===== src/rtl/blkmove_engine.sv =====
module blkmove_engine #(
  parameter int AW = 16,
  parameter int DW = 8,
  parameter int CW = 16,
  parameter int BW = 8,
  parameter int PW = 8
) (
  input  logic          clk,
  input  logic          rst_n,
  input  logic          start,
  input  logic [3:0]    cmd,
  input  logic [AW-1:0] src_init,
  input  logic [AW-1:0] dst_init,
  input  logic [CW-1:0] cnt_init,
  input  logic [DW-1:0] key_init,
  input  logic [PW-1:0] port_init,
  output logic          mem_req,
  output logic          mem_we,
  output logic [AW-1:0] mem_addr,
  output logic [DW-1:0] mem_wdata,
  input  logic [DW-1:0] mem_rdata,
  output logic          io_req,
  output logic          io_we,
  output logic [PW-1:0] io_addr,
  output logic [DW-1:0] io_wdata,
  input  logic [DW-1:0] io_rdata,
  output logic          busy,
  output logic          done,
  output logic          cnt_nz,
  output logic          match,
  output logic [AW-1:0] src_q,
  output logic [AW-1:0] dst_q,
  output logic [CW-1:0] cnt_q
);
  localparam logic [1:0] K_COPY = 2'd0, K_SRCH = 2'd1, K_IN = 2'd2, K_OUT = 2'd3;
  localparam logic [1:0] S_IDLE = 2'd0, S_RD = 2'd1, S_WR = 2'd2;

  logic [1:0]    st, kind_r;
  logic          down_r, rep_r;
  logic [DW-1:0] key_r;
  logic [PW-1:0] port_r;

  wire          is_io   = kind_r[1];
  wire [AW-1:0] src_nxt = down_r ? src_q - AW'(1) : src_q + AW'(1);
  wire [AW-1:0] dst_nxt = down_r ? dst_q - AW'(1) : dst_q + AW'(1);
  wire [CW-1:0] cnt_nxt = is_io ? {cnt_q[CW-1:BW], cnt_q[BW-1:0] - BW'(1)} : cnt_q - CW'(1);
  wire          nz_nxt  = is_io ? |cnt_nxt[BW-1:0] : |cnt_nxt;
  wire          hit     = (mem_rdata == key_r);
  wire          stop    = !rep_r || !nz_nxt || (kind_r == K_SRCH && hit);

  assign busy      = (st != S_IDLE);
  assign mem_req   = (st == S_RD && kind_r != K_IN) ||
                     (st == S_WR && (kind_r == K_COPY || kind_r == K_IN));
  assign mem_we    = mem_req && (st == S_WR);
  assign mem_addr  = (st == S_WR && kind_r == K_COPY) ? dst_q : src_q;
  assign mem_wdata = (kind_r == K_IN) ? io_rdata : mem_rdata;
  assign io_req    = (st == S_RD && kind_r == K_IN) || (st == S_WR && kind_r == K_OUT);
  assign io_we     = io_req && (st == S_WR);
  assign io_addr   = port_r;
  assign io_wdata  = mem_rdata;
  assign cnt_nz    = is_io ? |cnt_q[BW-1:0] : |cnt_q;

  always_ff @(posedge clk) begin
    if (!rst_n) begin
      st     <= S_IDLE;
      kind_r <= K_COPY;
      down_r <= 1'b0;
      rep_r  <= 1'b0;
      key_r  <= '0;
      port_r <= '0;
      src_q  <= '0;
      dst_q  <= '0;
      cnt_q  <= '0;
      match  <= 1'b0;
      done   <= 1'b0;
    end else begin
      done <= 1'b0;
      case (st)
        S_IDLE: if (start) begin
          kind_r <= cmd[1:0];
          down_r <= cmd[2];
          rep_r  <= cmd[3];
          key_r  <= key_init;
          port_r <= port_init;
          src_q  <= src_init;
          dst_q  <= dst_init;
          cnt_q  <= cnt_init;
          match  <= 1'b0;
          st     <= S_RD;
        end
        S_RD: st <= S_WR;
        S_WR: begin
          src_q <= src_nxt;
          if (kind_r == K_COPY) dst_q <= dst_nxt;
          cnt_q <= cnt_nxt;
          if (kind_r == K_SRCH) match <= hit;
          if (stop) begin
            st   <= S_IDLE;
            done <= 1'b1;
          end else begin
            st <= S_RD;
          end
        end
        default: st <= S_IDLE;
      endcase
    end
  end
endmodule



===== config.mk =====
export PLATFORM = sky130hd
export DESIGN_NAME = blkmove_engine
export DESIGN_NICKNAME = d
export VERILOG_FILES = /design/src/rtl/blkmove_engine.sv
export SDC_FILE = /design/constraint.sdc
export NUM_CORES = 1
export LEC_CHECK = 0
export ABC_AREA = 1
export CORE_MARGIN = 8
export CORE_UTILIZATION = 48
export CTS_BUF_LIST = sky130_fd_sc_hd__clkbuf_8
export CTS_CLUSTER_DIAMETER = 150
export DETAILED_ROUTE_END_ITERATION = 7
export HOLD_SLACK_MARGIN = 0.02
export PLACE_DENSITY = 0.85
export SETUP_SLACK_MARGIN = 0.1
export SYNTH_ARGS = -nofsm -noshare
export SYNTH_HDL_FRONTEND = slang
export SYNTH_SLANG_ARGS = --single-unit

===== constraint.sdc =====
create_clock -name clk -period 2.95 [get_ports clk]
set_input_delay 0.59 -clock clk [delete_from_list [all_inputs] [get_ports clk]]
set_output_delay 0.59 -clock clk [all_outputs]
set_load 0.005 [all_outputs]

==> summary.md, run 1 <==
| Metric | Value |
|---|---|
| Clk root buf | clkbuf_8 |
| Predominant post-synthesis flop cell | dfxtp_1 |
| Iter 0 DRT Violations | roughly 520 |
| Post-CTS sizing | 1 |
| CTS tree | built |
| Pwr/cell area | 429 nW/um^2 |
| Sequential area share after synthesis | 26.7% |
| Setup repair after global routing missed its margin | no |
| Clock group share of total power | around 27% |
| Simple-gate portion of the synthesized area | 33.4% |
| Largest family of logic cells by synthesized area | simple AND/OR/NAND/NOR gates |
| Setup TNS | 0 ns |
| Mux contribution to synthesized area | 0% |
| Sequential power share | 36.4% |
| Synthesized cell area | approximately 5400 um^2 |
| Share of layout cells above drive strength 1 | 5.68% |
| Crit path DAT | 2.09 ns |
| Total CTS buffers | 9 |
| Routed wl met3 | about 1400 um |
| Status | finished, final reports clean |
| Yosys cell types | 41 |
| Met1 wire length | 7750 um |
| Fmax | 0.373 GHz |
| Global route total overflow | 0 |
| Uppermost layer routed | met4 |
| Starting density of the core | 49.6% |
| Number of global-route vias before repair | 5792 |
| Worst-path maximum fanout | 18 |
| Setup ws final | 0.272 ns |
| Initial antenna violation count | 0 |
| Leakage power | 3.27 nW |
| Yosys warnings | 0 |
| Non-filler instance count after layout | approximately 1200 |
| Slew margin rel. | 55.0% |
| Die area | 14900 um^2 |
| Switching Share | 36.0% |
| CP Capture Type | output port |
| Max cap viols | 0 |
| Slew @ Worst Pin | 0.674 ns |
| Area grow syn2layout | 38.4% |
| Global-route usage over all layers | between 20 and 25% |
| Post-synth EDFFs | 0 |
| Filler cell count | 949 |
| Vias per std cell | 5.33 |
| Fin nets | 1136 |
| Max IR drop VDD | 0.000263 V |
| Combinational Power Share | 36.7% |
| Cell Int Power | roughly 0.0020 W |
| Critical Path, Cell by Cell | inv_1, nor2_4, inv_2, nor2_4, nand2_4, inv_4, nand2_1, o21ai_1, clkdlybuf4s50_1 |
| DRC | 0 |
| Yosys reg bits | 72 |
| Global-route wire length before repair | a little under 30000 um |
| Pre-antenna DRT Iters | 4 |
| Post-Route WL | 18400 um |
| Clock Path Buffers | 2 |
| CTS Hold Bufs | 0 |
| Req. time, crit path | 2.36 ns |
| Chip height | 122 um |
| Crit-path slowest cell | clkdlybuf4s50_1 |
| Cell mode on critical path | nor2_4 |
| Max Clock Skew | 0.00880 ns |
| Startpoint types | flip-flop |
| Inst Count DP | 1146 |
| Clk_lat worst skew | 0.37 ns |
| DP Worst Slack | 0.488 ns |
| Ports | 183 |
| Tcrit/Tclk final | 90.8% |
| Tmin final | 2.68 ns |
| Slew Limit Fails | 0 |
| Setup Viol. Count Final | 0 |
| Syn Inst Count | 855 |
| Met2 routed WL | 8730 um |
| Via count | 6196 |
| Die X | 122 um |
| Setup bufs post-CTS | 0 |
| Critical path class | reg -> out |
| WL per Instance | about 16 um |
| Slowest cell delay on critical path | 0.54 ns |
| Syn avg cell area | 6.31 um^2 |
| Core area | 10900 um^2 |
| Rows | 38 |
| Worst-path clk slew | 0.08 ns |
| Net Sw Power | 0.00115 W |
| I/O Buffers | 182 |
| # H-tree levels | 3 |
| Asr flop ratio synth | 0% |
| Largest net degree at the start of global routing | 47 |
| Mapped Nets | slightly below 1000 |
| Synth Area in Adders | 7.70% |
| ANT cells | 0 |
| Clock Sinks | slightly above 70 |
| Hpwl dp | 13600 um |
| ANT nets after route | 0 |
| XOR/XNOR Fraction of Synth Area | 3.57% |
| Fraction of the mapped netlist area in compound gates | about a fifth |
| GP Congestion | 0.899 |
| Final hold vios | 0 |
| Min-delay worst type | reg -> reg |
## power groups by stage
stage | logic [W] | clock network [W] | registers (W)
3_3_place_gp | 0.00114 | 0 | 0.00118
6_report | 0.00118 | 0.000862 | 0.00116
2_1_floorplan | 0.000661 | 0 | 0.00117
5_1_grt | 0.00130 | 0.000915 | 0.00118
4_1_cts | 0.00117 | 0.000861 | 0.00116
3_5_place_dp | 0.00116 | 0 | 0.00118
## path summary, 6_finish.rpt
| path | endpoint | slack, ns | depth (start not counted) | from |
|---|---|---|---|---|
| max | mem_addr[2] | 0.27 | 9 | st[1] |
| min | key_r[5] | 0.48 | 2 | key_r[5] |
| max reg2reg | src_q[14] | 0.76 | 12 | down_r |
| min reg2reg | key_r[5] | 0.48 | 2 | key_r[5] |
## flip-flops by register name, indices dropped and copies added (netlist names)
register,flops
match,1
st,2
down_r,1
dst_q,16
cnt_q,16
key_r,8
src_q,16
io_addr,8
rep_r,1
done,1
kind_r,2
## metrics by stage
step	instance area (um^2)	hold slack, ns	utilization, %	total power (W)
detailed placement	7260	0.465	66.6	0.00234
global route	7470	0.497	68.6	0.00339
global placement	7260	0.460	66.6	0.00233
floorplan	5400	0.444	-	0.00183
finish	7470	0.479	68.6	0.00320
CTS	7470	0.477	68.6	0.00319
## layout make-up
| class | instances | area, um^2 | share of cell area (%) |
|---|---|---|---|
| multi-input cells | 676 | 3500 | 46.9 |
| repair buffers | 191 | 1890 | 25.3 |
| flip-flops and latches | 72 | 1440 | 19.3 |
| inverters | 67 | 254 | 3.40 |
| well taps | 140 | 175 | 2.34 |
| clock buffers | 11 | 151 | 2.03 |
| clock inverters | 5 | 56.3 | 0.754 |
## cells by family after synthesis
kind of cell | count (synthesis)
AO/OA/AOI/OAI | 198
XOR/XNOR | 22
adder cells (fa/ha/maj) | 32
buffers and inverters | 107
flip-flops | 72
AND/OR/NAND/NOR | 424
## worst max-delay path, delay by kind of cell, from the launching register on
| family | cells | cell delay, ns |
|---|---|---|
| buffers and inverters | 4 | 0.86 |
| and+or+nand+nor | 4 | 0.40 |
| DFF | 1 | 0.33 |
| AOI/OAI and AO/OA | 1 | 0.12 |
## synthesized netlist by cell type (7+ instances only)
cell type,count,share of area (%)
buf_2,13,1.2
nor2_2,9,1.0
o21ai_0,83,7.7
a21oi_1,78,7.2
nor2_1,116,8.1
clkbuf_1,16,1.1
inv_1,59,4.1
nand4_1,7,0.81
xor2_1,17,2.8
dfxtp_1,72,27
buf_4,8,1.1
inv_2,8,0.56
nand3_1,48,4.5
ha_1,30,7.0
nand2_1,220,15
## cells in the final DEF (no fill, tap or decap), types with 6 or more instances in the layout
master,Yosys,layout
clkdlybuf4s50_1,0,182
ha_1,30,30
clkbuf_8,0,11
nand4_1,7,7
nand2_1,220,220
nor2_2,9,8
a21oi_1,78,78
buf_4,8,9
o21ai_0,83,82
inv_1,59,60
nor2_4,5,6
nand3_1,48,48
inv_2,8,7
nor2_1,116,116
xor2_1,17,17
dfxtp_1,72,71
## metal layers
metal,global-route usage [%],up-vias
met3,5.37,27
li1,-,3148
met1,30.1,2802
met4,10.5,0
met2,40.5,219
met5,0,-
(Power assumes the default switching activity.)
==> run 2: changes to the inputs <==
--- a/config.mk
+++ b/config.mk
@@ -9,10 +9,9 @@
 export CORE_MARGIN = 8
 export CORE_UTILIZATION = 48
 export CTS_BUF_LIST = sky130_fd_sc_hd__clkbuf_8
-export CTS_CLUSTER_DIAMETER = 150
 export DETAILED_ROUTE_END_ITERATION = 7
 export HOLD_SLACK_MARGIN = 0.02
-export PLACE_DENSITY = 0.85
+export PLACE_DENSITY_LB_ADDON = 0.12
 export SETUP_SLACK_MARGIN = 0.1
 export SYNTH_ARGS = -nofsm -noshare
 export SYNTH_HDL_FRONTEND = slang
==> summary.md, run 2 (same netlist as run 1, synthesis figures left out) <==
| Metric | Value |
|---|---|
| Met3 usage | 7.03% |
| Global-route wire length before repair | 28900 um |
| Initial antenna violation count | 0 |
| Global route total overflow | 0 |
| Area grow syn2layout | 39.4% |
| Final hold vios | 0 |
| Slew @ Worst Pin | 0.666 ns |
| GR Layer Usage met1 | 29.0% |
| Hold path cells | 2 |
| Clock Sinks | between 70 and 80 |
| Design Area, Final | 7520 um^2 |
| GRT Max-Usage Layer | met2 |
| WL per Instance | 15.5 um |
| Total CTS buffers | 9 |
| Leakage power | 3.30 nW |
| Rows | 38 |
| Non-filler instance count after layout | 1162 |
| Vias per std cell | 5.25 |
| Setup TNS | 0 ns |
| Worst-path maximum fanout | 18 |
| CP Capture Type | output port |
| R2r startpoint | down_r |
| Max IR drop VDD | about 0.00034 V |
| CTS tree | built |
| Inst Count DP | 1146 |
| Hold Startpoint | key_r[5] |
| Status | finished, final reports clean |
| Clk root buf | clkbuf_8 |
| Max cap viols | 0 |
| Share of layout cells above drive strength 1 | 5.77% |
| Fmax | 0.373 GHz |
| Pre-antenna DRT Iters | 5 |
| Placement Cell Area | 7260 um^2 |
| Ports | 183 |
| ANT cells | 0 |
| Slew Limit Fails | 0 |
| Worst r2r path cells | 12 |
| Number of global-route vias before repair | 5792 |
| Chip height | 122 um |
| Most common cell after layout, fill and taps aside | nand2_1 |
| Setup repair after global routing missed its margin | no |
| Clk_lat worst skew | 0.36 ns |
| Critical path class | reg -> out |
| I/O Buffers | about 180 |
| Iter 0 DRT Violations | 459 |
| Fin nets | 1136 |
| Die X | 122 um |
| Global-route usage over all layers | between 20% and 30% |
| DRC | 0 |
| # H-tree levels | 3 |
| Die area | around 15000 um^2 |
| Worst-path clk slew | ~0.080 ns |
| Largest regs | cnt_q x16, dst_q x16, src_q x16 |
| Setup Viol. Count Final | 0 |
| Routing usage on met2 | 39.8% |
| CTS Hold Bufs | 0 |
| Clock Path Buffers | 2 |
| Min-delay worst type | reg -> reg |
| Startpoint types | flip-flop |
| Largest net degree at the start of global routing | 47 |
| Req. time, crit path | 2.36 ns |
| Commonest cells after routing, fill and taps aside | nand2_1, clkdlybuf4s50_1, nor2_1 |
| ANT nets after route | 0 |
| Tmin final | ~2.7 ns |
| Critical path launch point | kind_r[1] |
| Pwr/cell area | 444 nW/um^2 |
| Max Clock Skew | 0.00688 ns |
| Tcrit/Tclk final | 90.8% |
| Starting density of the core | between 40% and 50% |
| Final core occ | slightly below 70% |
| GP Congestion | 0.885 |
| Crit path DAT | 2.09 ns |
| Post-Route WL | 18000 um |
| Hpwl dp | 13700 um |
| Slew margin rel. | a little under three fifths |
| Core area | 10900 um^2 |
| Via count | 6100 |
==> run 2: cell type report <==
type                            instances  area [um^2]
Multi-Input combinational cell        676         3510
Fill cell                            1040         3370
Timing Repair Buffer                  191         1890
Sequential cell                        72         1440
Inverter                               67          256
Tap cell                              140          175
Clock buffer                           10          138
Clock inverter                          6          115
==> run 2: path summary, 6_finish.rpt <==
| path | slack (ns) | end |
|---|---|---|
| hold reg to reg | 0.48 | key_r[5] |
| hold / removal | 0.48 | key_r[5] |
| setup / recovery | 0.27 | mem_addr[9] |
| setup reg to reg | 0.73 | src_q[14] |
==> run 2: worst max-delay path, cell delays in order, from the launching register on <==
cell and delay (ns):
dfxtp_1 0.44, inv_2 0.17, nand2_4 0.21, clkinv_4 0.17, o21ai_0 0.21, clkdlybuf4s50_1 0.54
==> run 2: metrics by stage <==
| stage | total power (W) | hold slack [ns] | setup WS (ns) |
|---|---|---|---|
| finish | 0.00334 | 0.484 | 0.272 |
| global route | 0.00354 | 0.497 | 0.116 |
| CTS | 0.00335 | 0.490 | 0.131 |
| detailed placement | 0.00235 | 0.473 | 0.381 |
| global placement | 0.00233 | 0.461 | 0.453 |
| floorplan | 0.00183 | 0.444 | 0.518 |
==> run 2: report_power, final <==
group          internal (W)  switching, W  total, W  leakage (nW)
registers           0.00106      0.000103   0.00116         0.595
clock network      0.000589      0.000415   0.00100         0.123
logic              0.000556      0.000613   0.00117          2.58
==> run 2: metal layers <==
layer	vias up	wire length [um]
met2	190	8480
met5	-	0
li1	3155	-
met3	30	1350
met4	0	417
met1	2725	7730
==> run 2: repair_timing <==
item | 4_1_cts | 5_1_grt
endpoints found under the setup margin | 1 | 9
setup buffers | 0 | 0
resized for setup | 2 | 4
==> run 3: changes to the inputs <==
--- a/config.mk
+++ b/config.mk
@@ -16,3 +16,4 @@
 export SYNTH_ARGS = -nofsm -noshare
 export SYNTH_HDL_FRONTEND = slang
 export SYNTH_SLANG_ARGS = --single-unit
+export TNS_END_PERCENT = 100
==> results of run 3 <==
No change in the layout: final DEF, timing and power equal those of run 2.
